File: config.mk
export PLATFORM = sky130hd
export DESIGN_NAME = cnt_irq_top
export DESIGN_NICKNAME = d
export VERILOG_FILES = /design/src/rtl/cnt_irq_pkg.sv /design/src/rtl/cnt_irq_sync_edge.sv /design/src/rtl/cnt_irq_chan.sv /design/src/rtl/cnt_irq_top.sv
export SDC_FILE = /design/constraint.sdc
export NUM_CORES = 1
export LEC_CHECK = 0
export BUFFER_PORTS_ARGS = -buffer_cell sky130_fd_sc_hd__buf_2
export CORE_ASPECT_RATIO = 1.1
export CORE_MARGIN = 2
export CORE_UTILIZATION = 45
export DETAILED_ROUTE_END_ITERATION = 6
export PLACE_DENSITY = 0.6
export SLEW_MARGIN = 25
export SYNTH_ARGS = -nofsm -noshare
export SYNTH_HDL_FRONTEND = slang
export SYNTH_SLANG_ARGS = --single-unit
File: constraint.sdc
create_clock -name clk_i -period 3.6 [get_ports clk_i]
set_input_delay 0.72 -clock clk_i [delete_from_list [all_inputs] [get_ports clk_i]]
set_output_delay 0.72 -clock clk_i [all_outputs]
set_load 0.005 [all_outputs]
File: src/rtl/cnt_irq_pkg.sv
package cnt_irq_pkg;
  typedef enum logic {
    MODE_EDGE  = 1'b0,
    MODE_COUNT = 1'b1
  } ch_mode_e;
endpackage

File: src/rtl/cnt_irq_sync_edge.sv
module cnt_irq_sync_edge #(
  parameter int STAGES = 2
) (
  input  logic clk_i,
  input  logic rst_ni,
  input  logic d_i,
  output logic rise_o
);
  logic [STAGES:0] sh_q;

  always_ff @(posedge clk_i or negedge rst_ni) begin
    if (!rst_ni) sh_q <= '0;
    else         sh_q <= {sh_q[STAGES-1:0], d_i};
  end

  assign rise_o = sh_q[STAGES-1] & ~sh_q[STAGES];
endmodule

File: src/rtl/cnt_irq_chan.sv
module cnt_irq_chan
  import cnt_irq_pkg::*;
#(
  parameter int CNT_W = 16
) (
  input  logic             clk_i,
  input  logic             rst_ni,
  input  logic             rise_i,
  input  logic             sv_we_i,
  input  logic [CNT_W-1:0] sv_wdata_i,
  input  logic             load_i,
  input  logic             mask_set_i,
  input  logic             mask_clr_i,
  input  logic             pend_clr_i,
  output logic             irq_o,
  output logic [CNT_W-1:0] pv_o
);
  localparam logic [CNT_W-1:0] ONE = CNT_W'(1);

  logic [CNT_W-1:0] shadow_q, active_q, pv_q;
  logic [CNT_W-1:0] active_d, pv_d;
  ch_mode_e         mode_q, mode_d;
  logic             masked_q, masked_d;
  logic             pend_q, pend_d;
  logic             irq_q, irq_d;
  logic             terminal, hit, unmask, pend_eff;

  assign terminal = (pv_q == '0);
  assign hit      = rise_i & ((mode_q == MODE_EDGE) | terminal);
  assign unmask   = mask_clr_i & ~mask_set_i & masked_q;
  assign pend_eff = pend_q | (hit & masked_q);

  always_comb begin
    active_d = active_q;
    pv_d     = pv_q;
    mode_d   = mode_q;
    masked_d = masked_q;
    pend_d   = pend_q;
    irq_d    = 1'b0;
    if (load_i) begin
      // refresh wins over a coincident edge
      active_d = shadow_q;
      pv_d     = shadow_q - ONE;
      mode_d   = MODE_COUNT;
      masked_d = 1'b0;
      pend_d   = 1'b0;
    end else begin
      if (mode_q == MODE_COUNT && rise_i)
        pv_d = terminal ? (active_q - ONE) : (pv_q - ONE);
      if (mask_set_i) begin
        masked_d = 1'b1;
      end else if (mask_clr_i) begin
        masked_d = 1'b0;
        mode_d   = MODE_EDGE;
      end
      if (unmask) begin
        irq_d  = pend_eff & ~pend_clr_i;
        pend_d = 1'b0;
      end else begin
        irq_d  = hit & ~masked_q;
        pend_d = pend_eff & ~pend_clr_i;
      end
    end
  end

  always_ff @(posedge clk_i or negedge rst_ni) begin
    if (!rst_ni) begin
      shadow_q <= '0;
      active_q <= '0;
      pv_q     <= '0;
      mode_q   <= MODE_EDGE;
      masked_q <= 1'b1;
      pend_q   <= 1'b0;
      irq_q    <= 1'b0;
    end else begin
      if (sv_we_i) shadow_q <= sv_wdata_i;
      active_q <= active_d;
      pv_q     <= pv_d;
      mode_q   <= mode_d;
      masked_q <= masked_d;
      pend_q   <= pend_d;
      irq_q    <= irq_d;
    end
  end

  assign irq_o = irq_q;
  assign pv_o  = pv_q;
endmodule

File: src/rtl/cnt_irq_top.sv
module cnt_irq_top #(
  parameter int NUM_CH      = 4,
  parameter int CNT_W       = 16,
  parameter int SYNC_STAGES = 2
) (
  input  logic                    clk_i,
  input  logic                    rst_ni,
  input  logic [NUM_CH-1:0]       evt_i,
  input  logic [NUM_CH-1:0]       sv_we_i,
  input  logic [CNT_W-1:0]        sv_wdata_i,
  input  logic                    refresh_i,
  input  logic [NUM_CH-1:0]       refresh_ctl_i,
  input  logic [NUM_CH-1:0]       mask_set_i,
  input  logic [NUM_CH-1:0]       mask_clr_i,
  input  logic [NUM_CH-1:0]       pend_clr_i,
  output logic [NUM_CH-1:0]       irq_o,
  output logic [NUM_CH*CNT_W-1:0] pv_o
);
  logic [NUM_CH-1:0] rise_w;
  logic [NUM_CH-1:0] ld_w;

  assign ld_w = {NUM_CH{refresh_i}} & ~refresh_ctl_i;

  for (genvar c = 0; c < NUM_CH; c++) begin : g_ch
    cnt_irq_sync_edge #(.STAGES(SYNC_STAGES)) u_sync (
      .clk_i  (clk_i),
      .rst_ni (rst_ni),
      .d_i    (evt_i[c]),
      .rise_o (rise_w[c])
    );

    cnt_irq_chan #(.CNT_W(CNT_W)) u_chan (
      .clk_i      (clk_i),
      .rst_ni     (rst_ni),
      .rise_i     (rise_w[c]),
      .sv_we_i    (sv_we_i[c]),
      .sv_wdata_i (sv_wdata_i),
      .load_i     (ld_w[c]),
      .mask_set_i (mask_set_i[c]),
      .mask_clr_i (mask_clr_i[c]),
      .pend_clr_i (pend_clr_i[c]),
      .irq_o      (irq_o[c]),
      .pv_o       (pv_o[c*CNT_W +: CNT_W])
    );
  end
endmodule

==> results.cfg, run 1 <==
[clock_tree]
cts_num_sinks = 220
insertion_delay_ns = 0.53
postCtsHoldBufs = 0
cts_buffer_depth = 3
path_clk_slew_ns = 0.06
post_cts_buffers = 0
h-tree-depth = 1
root_buffer = clkbuf_16
cts_tree = built
ctsResizeCount = 0
cts_buffers = 25

[floorplan]
io_pins = 111
chipHeight_um = 167
num_rows = 59
die_x_um = 152
start_util = 0.459
dieArea_um2 = 25400
coreArea_um2 = 23700

[yosys]
synth_seq_cells = 220
synth.most_common_cell = nand2_1
synth_cell_types = 76
synthFlopType = dfrtp_1
yosysTopAreaCell = dfrtp_1
synth_edf_count = 0
synth_area_leaders = dfrtp_1 (50%), nand2_1 (9.7%), mux2_2 (7.1%)
synth-async-reset-ratio = 1.00
synthCells = 1132
avgSynthCellArea_um2 = 9.61
yosysWarnings = 0
yosysSeqAreaShare = 0.506
synth_top_area_frac = 0.497
synth_fp_nets = 1179
syn_area_um2 = 10900
yosys-top-cells-count = nand2_1 (280), dfrtp_1 (216), nor2_1 (81)

[setup_path]
arrival_ns = 3.42
ff2ff_setup_slack_ns = 0.57
worstPathRequired_ns = 4.00
ff2ff_path_depth = 14
startpoint_type = flop
timing.rr.start = g_ch[2].u_chan.pv_o[0]$_DFFE_PN0P_
r2r-end = g_ch[2].u_chan.pv_o[12]$_DFFE_PN0P_
worstPathMaxFanout = 7
critPathKind = flop to flop
crit_path_end_kind = flop

[power]
ir_drop_mv = 0.396
power_density_nw_per_um2 = 613
power.leakage_uw = 0.00560

[place]
hpwlAfterDp_um = 18600
port_buffers = 110
finalWeightedCongestion = 0.863
placed_cells = 1516

[timing]
hold_viol = 0
period_minus_slack_ns = 3.03
rsz0062_at_grt = no
drv_slew = 0
tns_ns = 0
setup_viol = 0
fmax_ghz = 0.330
worst_clock_skew_ns = 0.0214
relSlewSlack = 0.521
fin_crit_sh = 0.841
tightestPinTransition_ns = 0.718

[detailed_routing]
vias = 8388
drt_iter0_markers = 553
wirelength_um = 26100
drc = 0
ant_nets = 0
via_per_inst = 5.37
wl_per_cell_um = 16.7
dr.pass1.iters = 5

[job]
cap_violations = 0

[global_routing]
antenna_found_initial = 1
grt_first_pass_wirelength_um = 43900
grt_overflow = 0
grt_pass1_vias = 8063
grt_max_degree = 93
grt_use_total = 0.208

[finish]
layout.cells.non_filler = 1561
final_net_count = 1285
antenna_cells = 0
drive_gt1_frac = 0.225
nFillCells = 2188
syn_to_final_growth_pct = 15.6
seqCellArea_um2 = 5510
multi_input_area_um2 = 5040

[status]
status = completed

[hold_path]
min_path_type = primary input to asynchronous set/reset pin
[cells in the final DEF, fill, tap and decap left out, drive strengths merged, types with 15 or more instances in the layout]
cell type / netlist / final
nand2: 281 / 281
dfrtp: 216 / 216
buf: 26 / 135
nor2: 81 / 81
a21oi: 79 / 79
mux2: 69 / 69
o21ai: 61 / 61
clkbuf: 30 / 31
o211ai: 29 / 29
xor2: 28 / 28
nor4: 24 / 24
nand3: 18 / 18
nor3: 18 / 18
xnor2: 15 / 15
inv: 14 / 15
[cell families (layout without fill, tap and decap cells)]
group	after synthesis	after routing	share of synthesized area
and+or+nand+nor	483	483	0.207
AOI/OAI and AO/OA	233	233	0.135
DFF	220	220	0.506
muxes	79	79	0.0821
buffers and inverters	70	194	0.0306
xor gates and xnor gates	43	43	0.0346
adders and majority gates	4	4	0.00460
[final cells by class]
type                            instances  share of cell area
Sequential cell                       220               0.438
Inverter                               14             0.00418
Clock buffer                           31              0.0539
Tap cell                              305              0.0303
Clock inverter                         14              0.0123
Multi-Input combinational cell        842               0.401
Timing Repair Buffer                  135              0.0605
[worst max-delay path by stage]
stage | startpoint | to | cells past startpoint
2_1_floorplan | refresh_i | g_ch[2].u_chan.pv_o[12]$_DFFE_PN0P_ | 14
3_3_place_gp | refresh_ctl_i[2] | g_ch[2].u_chan.pv_o[13]$_DFFE_PN0P_ | 9
3_5_place_dp | refresh_i | g_ch[2].u_chan.pv_o[12]$_DFFE_PN0P_ | 11
4_1_cts | g_ch[2].u_chan.pv_o[0]$_DFFE_PN0P_ | g_ch[2].u_chan.pv_o[12]$_DFFE_PN0P_ | 14
5_1_grt | g_ch[2].u_chan.pv_o[0]$_DFFE_PN0P_ | g_ch[2].u_chan.pv_o[12]$_DFFE_PN0P_ | 14
6_report | g_ch[2].u_chan.pv_o[0]$_DFFE_PN0P_ | g_ch[2].u_chan.pv_o[12]$_DFFE_PN0P_ | 14
[critical path, cell delays in order, from the launching register on]
cell,delay [ns]
dfrtp_1,0.44
nor3_1,0.08
buf_4,0.15
nand3_1,0.09
nor2_1,0.08
a21oi_1,0.14
o21a_1,0.14
ha_1,0.28
nor4b_1,0.29
mux2_2,0.24
nand3_1,0.11
a2111oi_2,0.45
nor2b_1,0.21
xnor2_1,0.13
o21ai_1,0.07
[metal layers]
layer	GRT usage	vias to the layer above	share of wire
met5	0	-	0.00050
met4	0.0455	2	0.016
met3	0.0264	31	0.046
met2	0.326	189	0.46
met1	0.312	4004	0.48
li1	-	4162	-
[power by group]
part           switching [uW]  total [uW]  internal (uW)
combinational             960        1750            794
clock                    1010        2560           1550
sequential                491        3400           2910
[flip-flops by register name (all words and copies together), names as in the netlist]
signal	cells
g_ch.u_chan.active_q	64
g_ch.u_chan.pv_o	64
g_ch.u_chan.shadow_q	64
g_ch.u_sync.sh_q	12
g_ch.u_chan.irq_o	4
g_ch.u_chan.masked_q	4
g_ch.u_chan.mode_q	4
g_ch.u_chan.pend_q	4
[stage by stage]
step / worst slack [ns] / power [uW] / util / area, um^2 / hold slack (ns)
floorplan: 0.122 / 4480 / - / 10900 / 0.331
global placement: 0.487 / 5170 / 0.496 / 11800 / 0.335
detailed placement: 0.386 / 5190 / 0.496 / 11800 / 0.340
CTS: 0.546 / 7800 / 0.531 / 12600 / 0.228
global route: 0.293 / 8200 / 0.531 / 12600 / 0.243
finish: 0.574 / 7720 / 0.531 / 12600 / 0.184
Note: power is estimated with default switching activity, not from simulation.
==> run 2, diff against run 1 <==
--- a/config.mk
+++ b/config.mk
@@ -5,12 +5,13 @@
 export SDC_FILE = /design/constraint.sdc
 export NUM_CORES = 1
 export LEC_CHECK = 0
+export ABC_AREA = 1
 export BUFFER_PORTS_ARGS = -buffer_cell sky130_fd_sc_hd__buf_2
 export CORE_ASPECT_RATIO = 1.1
 export CORE_MARGIN = 2
 export CORE_UTILIZATION = 45
 export DETAILED_ROUTE_END_ITERATION = 6
-export PLACE_DENSITY = 0.6
+export PLACE_DENSITY = 0.62
 export SLEW_MARGIN = 25
 export SYNTH_ARGS = -nofsm -noshare
 export SYNTH_HDL_FRONTEND = slang
==> constraint.sdc (replaced) <==
create_clock -name clk_i -period 2.51 [get_ports clk_i]
set_input_delay 0.502 -clock clk_i [delete_from_list [all_inputs] [get_ports clk_i]]
set_output_delay 0.502 -clock clk_i [all_outputs]
set_load 0.005 [all_outputs]
==> run 2 against run 1 <==
Net effect: clock-buffer cell count grew 3; global-route usage increased by 0.76 points; area after synthesis increased by 11%; synthesized cell count grew 45%; wire length rose by 15%; critical path type unchanged; largest cell class unchanged; largest power group unchanged.
==> results.cfg, run 2 <==
[setup_path]
worstPathRequired_ns = 2.92
critPathKind = flop to flop
arrival_ns = 2.71
path_common_cell = nand2_1
startpoint_type = flop
cpPeakStageDelay_ns = 0.40
worstPathMaxFanout = 9
crit_chain = nor2_1, nand2_1, nor2_4, nand2_4, inv_1, nand2_1, a21oi_4, ha_1, inv_1, nor2_4, nand2_2, nor2_4, nand2_1, nand2_1, nand2_1, nand2_1, nand2_1
crit_path_end_kind = flop
slowest_stage = dfrtp_1

[place]
port_buffers = 110
hpwlAfterDp_um = 21900
finalWeightedCongestion = 0.873
dp_slack_ns = 0.0771

[clock_tree]
cts_num_sinks = 220
cts_buffer_depth = 3
root_buffer = clkbuf_16
cts_tree = built
path_clk_slew_ns = 0.06
cts_buffers = 25
h-tree-depth = 1
insertion_delay_ns = 0.53

[floorplan]
num_rows = 62
start_util = 0.460
chipHeight_um = 176
io_pins = 111
coreArea_um2 = 26300
dieArea_um2 = 28200
die_x_um = 160

[timing]
worst_clock_skew_ns = 0.0153
relSlewSlack = 0.692
fmax_ghz = 0.434
hold_viol = 0
setup_viol = 0
fin_ws_ns = 0.208
drv_slew = 0
tns_ns = 0
period_minus_slack_ns = 2.30
fin_crit_sh = 0.917
tightestPinTransition_ns = 0.462
holdWs_ns = 0.0780

[yosys]
synth_edf_count = 0
syn_area_um2 = 12100
yosysTopAreaCell = dfrtp_1
synthCells = 1647
synth_cell_types = 34
synth.most_common_cell = nand2_1
synthFlopType = dfrtp_1
synth-async-reset-ratio = 1.00
synth_seq_cells = 220
synth_top_area_frac = 0.446
yosys-top-cells-count = nand2_1 (480), inv_1 (288), dfrtp_1 (216)
synth_fp_nets = 1694
yosysSeqAreaShare = 0.455
avgSynthCellArea_um2 = 7.35
yosysWarnings = 0
synth_area_leaders = dfrtp_1 (45%), nand2_1 (15%), inv_1 (8.9%)

[global_routing]
grt_max_degree = 64
grt_pass1_vias = 9954
grt_use_total = 0.216
grt_overflow = 0
grt_first_pass_wirelength_um = 50100
antenna_found_initial = 1

[job]
cap_violations = 0

[detailed_routing]
dr.pass1.iters = 5
ant_nets = 0
wirelength_um = 30000
drc = 0
drt_iter0_markers = 640
via_per_inst = 4.79
vias = 10342
wl_per_cell_um = 13.9

[finish]
multi_input_area_um2 = 5180
seqCellArea_um2 = 5510
syn_to_final_growth_pct = 16.9
final_common_cell = nand2_1
drive_gt1_frac = 0.179
final_net_count = 1832
layout_common_cells = nand2_1 (476), inv_1 (288), dfrtp_1 (213)
nFillCells = 2597
final_util = 0.538

[hold_path]
min_path_type = primary input to flop

[power]
power_density_nw_per_um2 = 884
power.leakage_uw = 0.00767
ir_drop_mv = 0.567

[status]
status = completed
==> run 2: cell types whose count changed after synthesis, sizes merged, moves of 14 or more <==
| cell | delta |
|---|---|
| nor3 | -15 |
| xor2 | -18 |
| o211ai | -29 |
| nand2 | +225 |
| inv | +279 |
| xnor2 | -15 |
| o21ai | +75 |
| mux2 | -62 |
| a21oi | -48 |
| nor2 | +125 |
| nor4 | -20 |
| nand3 | +127 |
| o21a | -14 |
==> run 2: cells by family after synthesis <==
group / count (synthesis) / synth area share
AO/OA/AOI/OAI: 186 / 0.0829
XOR/XNOR: 10 / 0.00723
adder cells (fa/ha/maj): 4 / 0.00413
buffers and inverters: 349 / 0.122
flip-flops: 220 / 0.455
multiplexers: 7 / 0.00651
AND/OR/NAND/NOR: 871 / 0.322
==> run 2: power by group <==
part	total [uW]	switching (uW)	internal (uW)
clock	3780	1490	2290
sequential	4670	490	4180
combinational	4060	2580	1480
==> run 2: final timing paths <==
path                                                           from                                  end  cells after the start  slack, ns
worst max-delay path            g_ch[3].u_chan.pv_o[11]$_DFFE_PN0P_  g_ch[3].u_chan.pv_o[14]$_DFFE_PN0P_                     17       0.21
worst min-delay path                                       evt_i[0]     g_ch[0].u_sync.sh_q[0]$_DFF_PN0_                      1       0.08
worst max register to register  g_ch[3].u_chan.pv_o[11]$_DFFE_PN0P_  g_ch[3].u_chan.pv_o[14]$_DFFE_PN0P_                     17       0.21
worst min register to register     g_ch[2].u_sync.sh_q[0]$_DFF_PN0_     g_ch[2].u_sync.sh_q[1]$_DFF_PN0_                      0       0.35
max in group asynchronous                                    rst_ni  g_ch[3].u_chan.masked_q$_DFFE_PN1P_                      3       1.34
min in group asynchronous                                    rst_ni   g_ch[0].u_chan.pv_o[2]$_DFFE_PN0P_                      2       0.46
==> run 2: metal layers <==
metal  routed length [um]  track usage
met5                    0            0
met4                  548       0.0533
met3                 1250       0.0282
met2                13900        0.357
met1                14300        0.303
==> run 2: stage by stage <==
step / area (um^2) / total power, uW / instances
after floorplan: 12100 / 7340 / 1647
after CTS: 13900 / 12500 / 2141
after global placement: 13100 / 8590 / 2094
after detailed placement: 13100 / 8640 / 2094
after global routing: 14100 / 13400 / 2156
final: 14100 / 12500 / 2157
==> run 2: timing repair <==
item / CTS / global route
hold buffers: 1 / 0
endpoints found under the setup margin: 0 / 19
hold endpoints to repair: 41 / 0
setup buffers: 0 / 15
gates resized for setup: 0 / 25
==> run 2: layout make-up <==
class,count,share of cell area
diodes,1,0.000177
clock buffers,34,0.0501
clock inverters,12,0.0102
inverters,294,0.0782
multi-input cells,1078,0.366
flip-flops and latches,220,0.390
well taps,352,0.0311
repair buffers,166,0.0742
==> run 2: worst max-delay path, delay by kind of cell, from the launching register on <==
| kind | cells | cell delay, ns |
|---|---|---|
| DFF | 1 | 0.40 |
| and+or+nand+nor | 13 | 1.31 |
| buffers and inverters | 2 | 0.14 |
| adders and majority gates | 1 | 0.19 |
| AOI/OAI and AO/OA | 1 | 0.16 |
==> run 3, diff against run 2 <==
--- a/config.mk
+++ b/config.mk
@@ -5,7 +5,7 @@
 export SDC_FILE = /design/constraint.sdc
 export NUM_CORES = 1
 export LEC_CHECK = 0
-export ABC_AREA = 1
+export ABC_AREA = 0
 export BUFFER_PORTS_ARGS = -buffer_cell sky130_fd_sc_hd__buf_2
 export CORE_ASPECT_RATIO = 1.1
 export CORE_MARGIN = 2
==> run 3 against run 2 <==
Net effect: the flow now finishes with violations (negative setup slack); global-route usage grew 1.3 points; die area shrank 9.9%; wire length shrank 2.7%; worst hold slack is essentially flat; clock-buffer cell count shrank 2; via count shrank 11%; critical path depth shrank 4; clock power grew 3%; utilization grew 6.1 points; sequential power grew 0.9%; maximum frequency shrank 9.4%; clock skew shrank 0.0065 ns; critical path type unchanged; critical endpoint is now g_ch[2].u_chan.pv_o[12]$_DFFE_PN0P_; highest routed layer unchanged.
==> results.cfg, run 3 (synthesis results as in run 1) <==
[status]
status = finished, violations left
failed_checks = negative setup slack

[clock_tree]
h-tree-depth = 1
cts_buffer_depth = 3
cts_buffers = 25
cts_num_sinks = 220
insertion_delay_ns = 0.53
path_clk_slew_ns = 0.06
cts_tree = built
root_buffer = clkbuf_16

[setup_path]
crit_chain = nor4_4, nand3_2, nor2_4, a21oi_2, o21a_1, ha_2, nor4b_4, mux2_4, nand3_4, a2111oi_4, nor2b_4, xnor2_2, o21ai_1
crit_path_end_kind = flop
arrival_ns = 2.93
critPathKind = flop to flop
worstPathMaxFanout = 4
slowest_stage = dfrtp_2
worstPathRequired_ns = 2.90
startpoint_type = flop
crit_buf_inv = 0
cpPeakStageDelay_ns = 0.43
crit_family = simple AND/OR/NAND/NOR gates

[timing]
rsz0062_at_grt = yes
drv_slew = 0
worst_clock_skew_ns = 0.00876
fmax_ghz = 0.394
hold_viol = 0
setup_viol = 4
fin_ws_ns = -0.0301
tightestPinTransition_ns = 0.704
tns_ns = -0.0710
fin_crit_sh = 1.01
period_minus_slack_ns = 2.54
relSlewSlack = 0.531

[global_routing]
grt_max_degree = 65
grt_overflow = 0
grt_use_total = 0.229
antenna_found_initial = 1
grt_first_pass_wirelength_um = 47900
grt_pass1_vias = 9173

[floorplan]
io_pins = 111
dieArea_um2 = 25400
num_rows = 59
start_util = 0.459
coreArea_um2 = 23700
die_x_um = 152
chipHeight_um = 167

[detailed_routing]
drc = 0
vias = 9231
wl_per_cell_um = 17.0
drt_iter0_markers = 537
dr.pass1.iters = 5
wirelength_um = 29200
ant_nets = 0
via_per_inst = 5.39

[finish]
layout_common_cells = nand2_1 (275), dfrtp_1 (212), buf_4 (171)
drive_gt1_frac = 0.339
final_common_cell = nand2_1
syn_to_final_growth_pct = 30.4
final_net_count = 1440
nFillCells = 2043

[power]
power_density_nw_per_um2 = 873
power.leakage_uw = 0.00646
ir_drop_mv = 0.568

[place]
finalWeightedCongestion = 0.871
dp_slack_ns = -0.125
hpwlAfterDp_um = 21400
port_buffers = 110

[hold_path]
min_path_type = primary input to flop

[job]
cap_violations = 0
==> run 3: layout make-up <==
class / count / area [um^2] / share of cell area
antenna: 1 / 2.50 / 0.000176
clock buffer: 32 / 722 / 0.0509
clock inverter: 10 / 161 / 0.0114
inverter: 14 / 52.6 / 0.00370
multi-input combinational: 842 / 5360 / 0.378
sequential: 220 / 5520 / 0.389
tap: 305 / 382 / 0.0269
timing repair buffer: 290 / 2000 / 0.141
==> run 3: final timing paths <==
| kind | start | end | slack (ns) | cells past startpoint |
|---|---|---|---|---|
| max | g_ch[2].u_chan.pv_o[4]$_DFFE_PN0P_ | g_ch[2].u_chan.pv_o[12]$_DFFE_PN0P_ | -0.03 | 13 |
| min reg2reg | g_ch[3].u_sync.sh_q[0]$_DFF_PN0_ | g_ch[3].u_sync.sh_q[1]$_DFF_PN0_ | 0.35 | 0 |
| min | evt_i[1] | g_ch[1].u_sync.sh_q[0]$_DFF_PN0_ | 0.08 | 1 |
| max in group asynchronous | rst_ni | g_ch[3].u_chan.masked_q$_DFFE_PN1P_ | 1.28 | 3 |
| min in group asynchronous | rst_ni | g_ch[2].u_sync.sh_q[2]$_DFF_PN0_ | 0.52 | 2 |
| max reg2reg | g_ch[2].u_chan.pv_o[4]$_DFFE_PN0P_ | g_ch[2].u_chan.pv_o[12]$_DFFE_PN0P_ | -0.03 | 13 |
==> run 3: layer usage <==
layer / vias to the layer above / global-route usage / routed length, um
met2: 196 / 0.383 / 14100
met5: - / 0 / 0
met4: 0 / 0.0618 / 756
li1: 4472 / - / -
met1: 4515 / 0.314 / 13200
met3: 48 / 0.0318 / 1200
==> run 3: power breakdown <==
part           total (uW)  switching (uW)  internal, uW
Combinational        3780            1910          1870
Clock                3900            1470          2430
Sequential           4710             535          4170
==> run 3: repair_timing <==
action / in CTS / in global routing
buffers inserted: 3 / 14
setup endpoints to repair: 5 / 29
pin swaps: 2 / 25
resized for setup: 6 / 38
hold buffers: 1 / 0
endpoints found under the hold margin: 57 / 0
gates cloned: 0 / 0
==> run 3: worst reg2reg max path, cell delays in order (launching register included) <==
cell and delay (ns):
dfrtp_2 0.43, nor4_4 0.31, nand3_2 0.16, nor2_4 0.19, a21oi_2 0.07, o21a_1 0.19
ha_2 0.18, nor4b_4 0.12, mux2_4 0.30, nand3_4 0.08, a2111oi_4 0.05, nor2b_4 0.15
xnor2_2 0.11, o21ai_1 0.07
==> run 3: metrics by stage <==
step	cells	util	total power, uW	instance area (um^2)	hold WS, ns
finish	1714	0.599	12400	14200	0.0783
global route	1714	0.599	13100	14200	0.0596
CTS	1699	0.587	12300	13900	0.0585
detailed placement	1653	0.547	8310	13000	0.336
global placement	1653	0.546	8250	12900	0.332
floorplan	1132	-	6480	11000	0.206
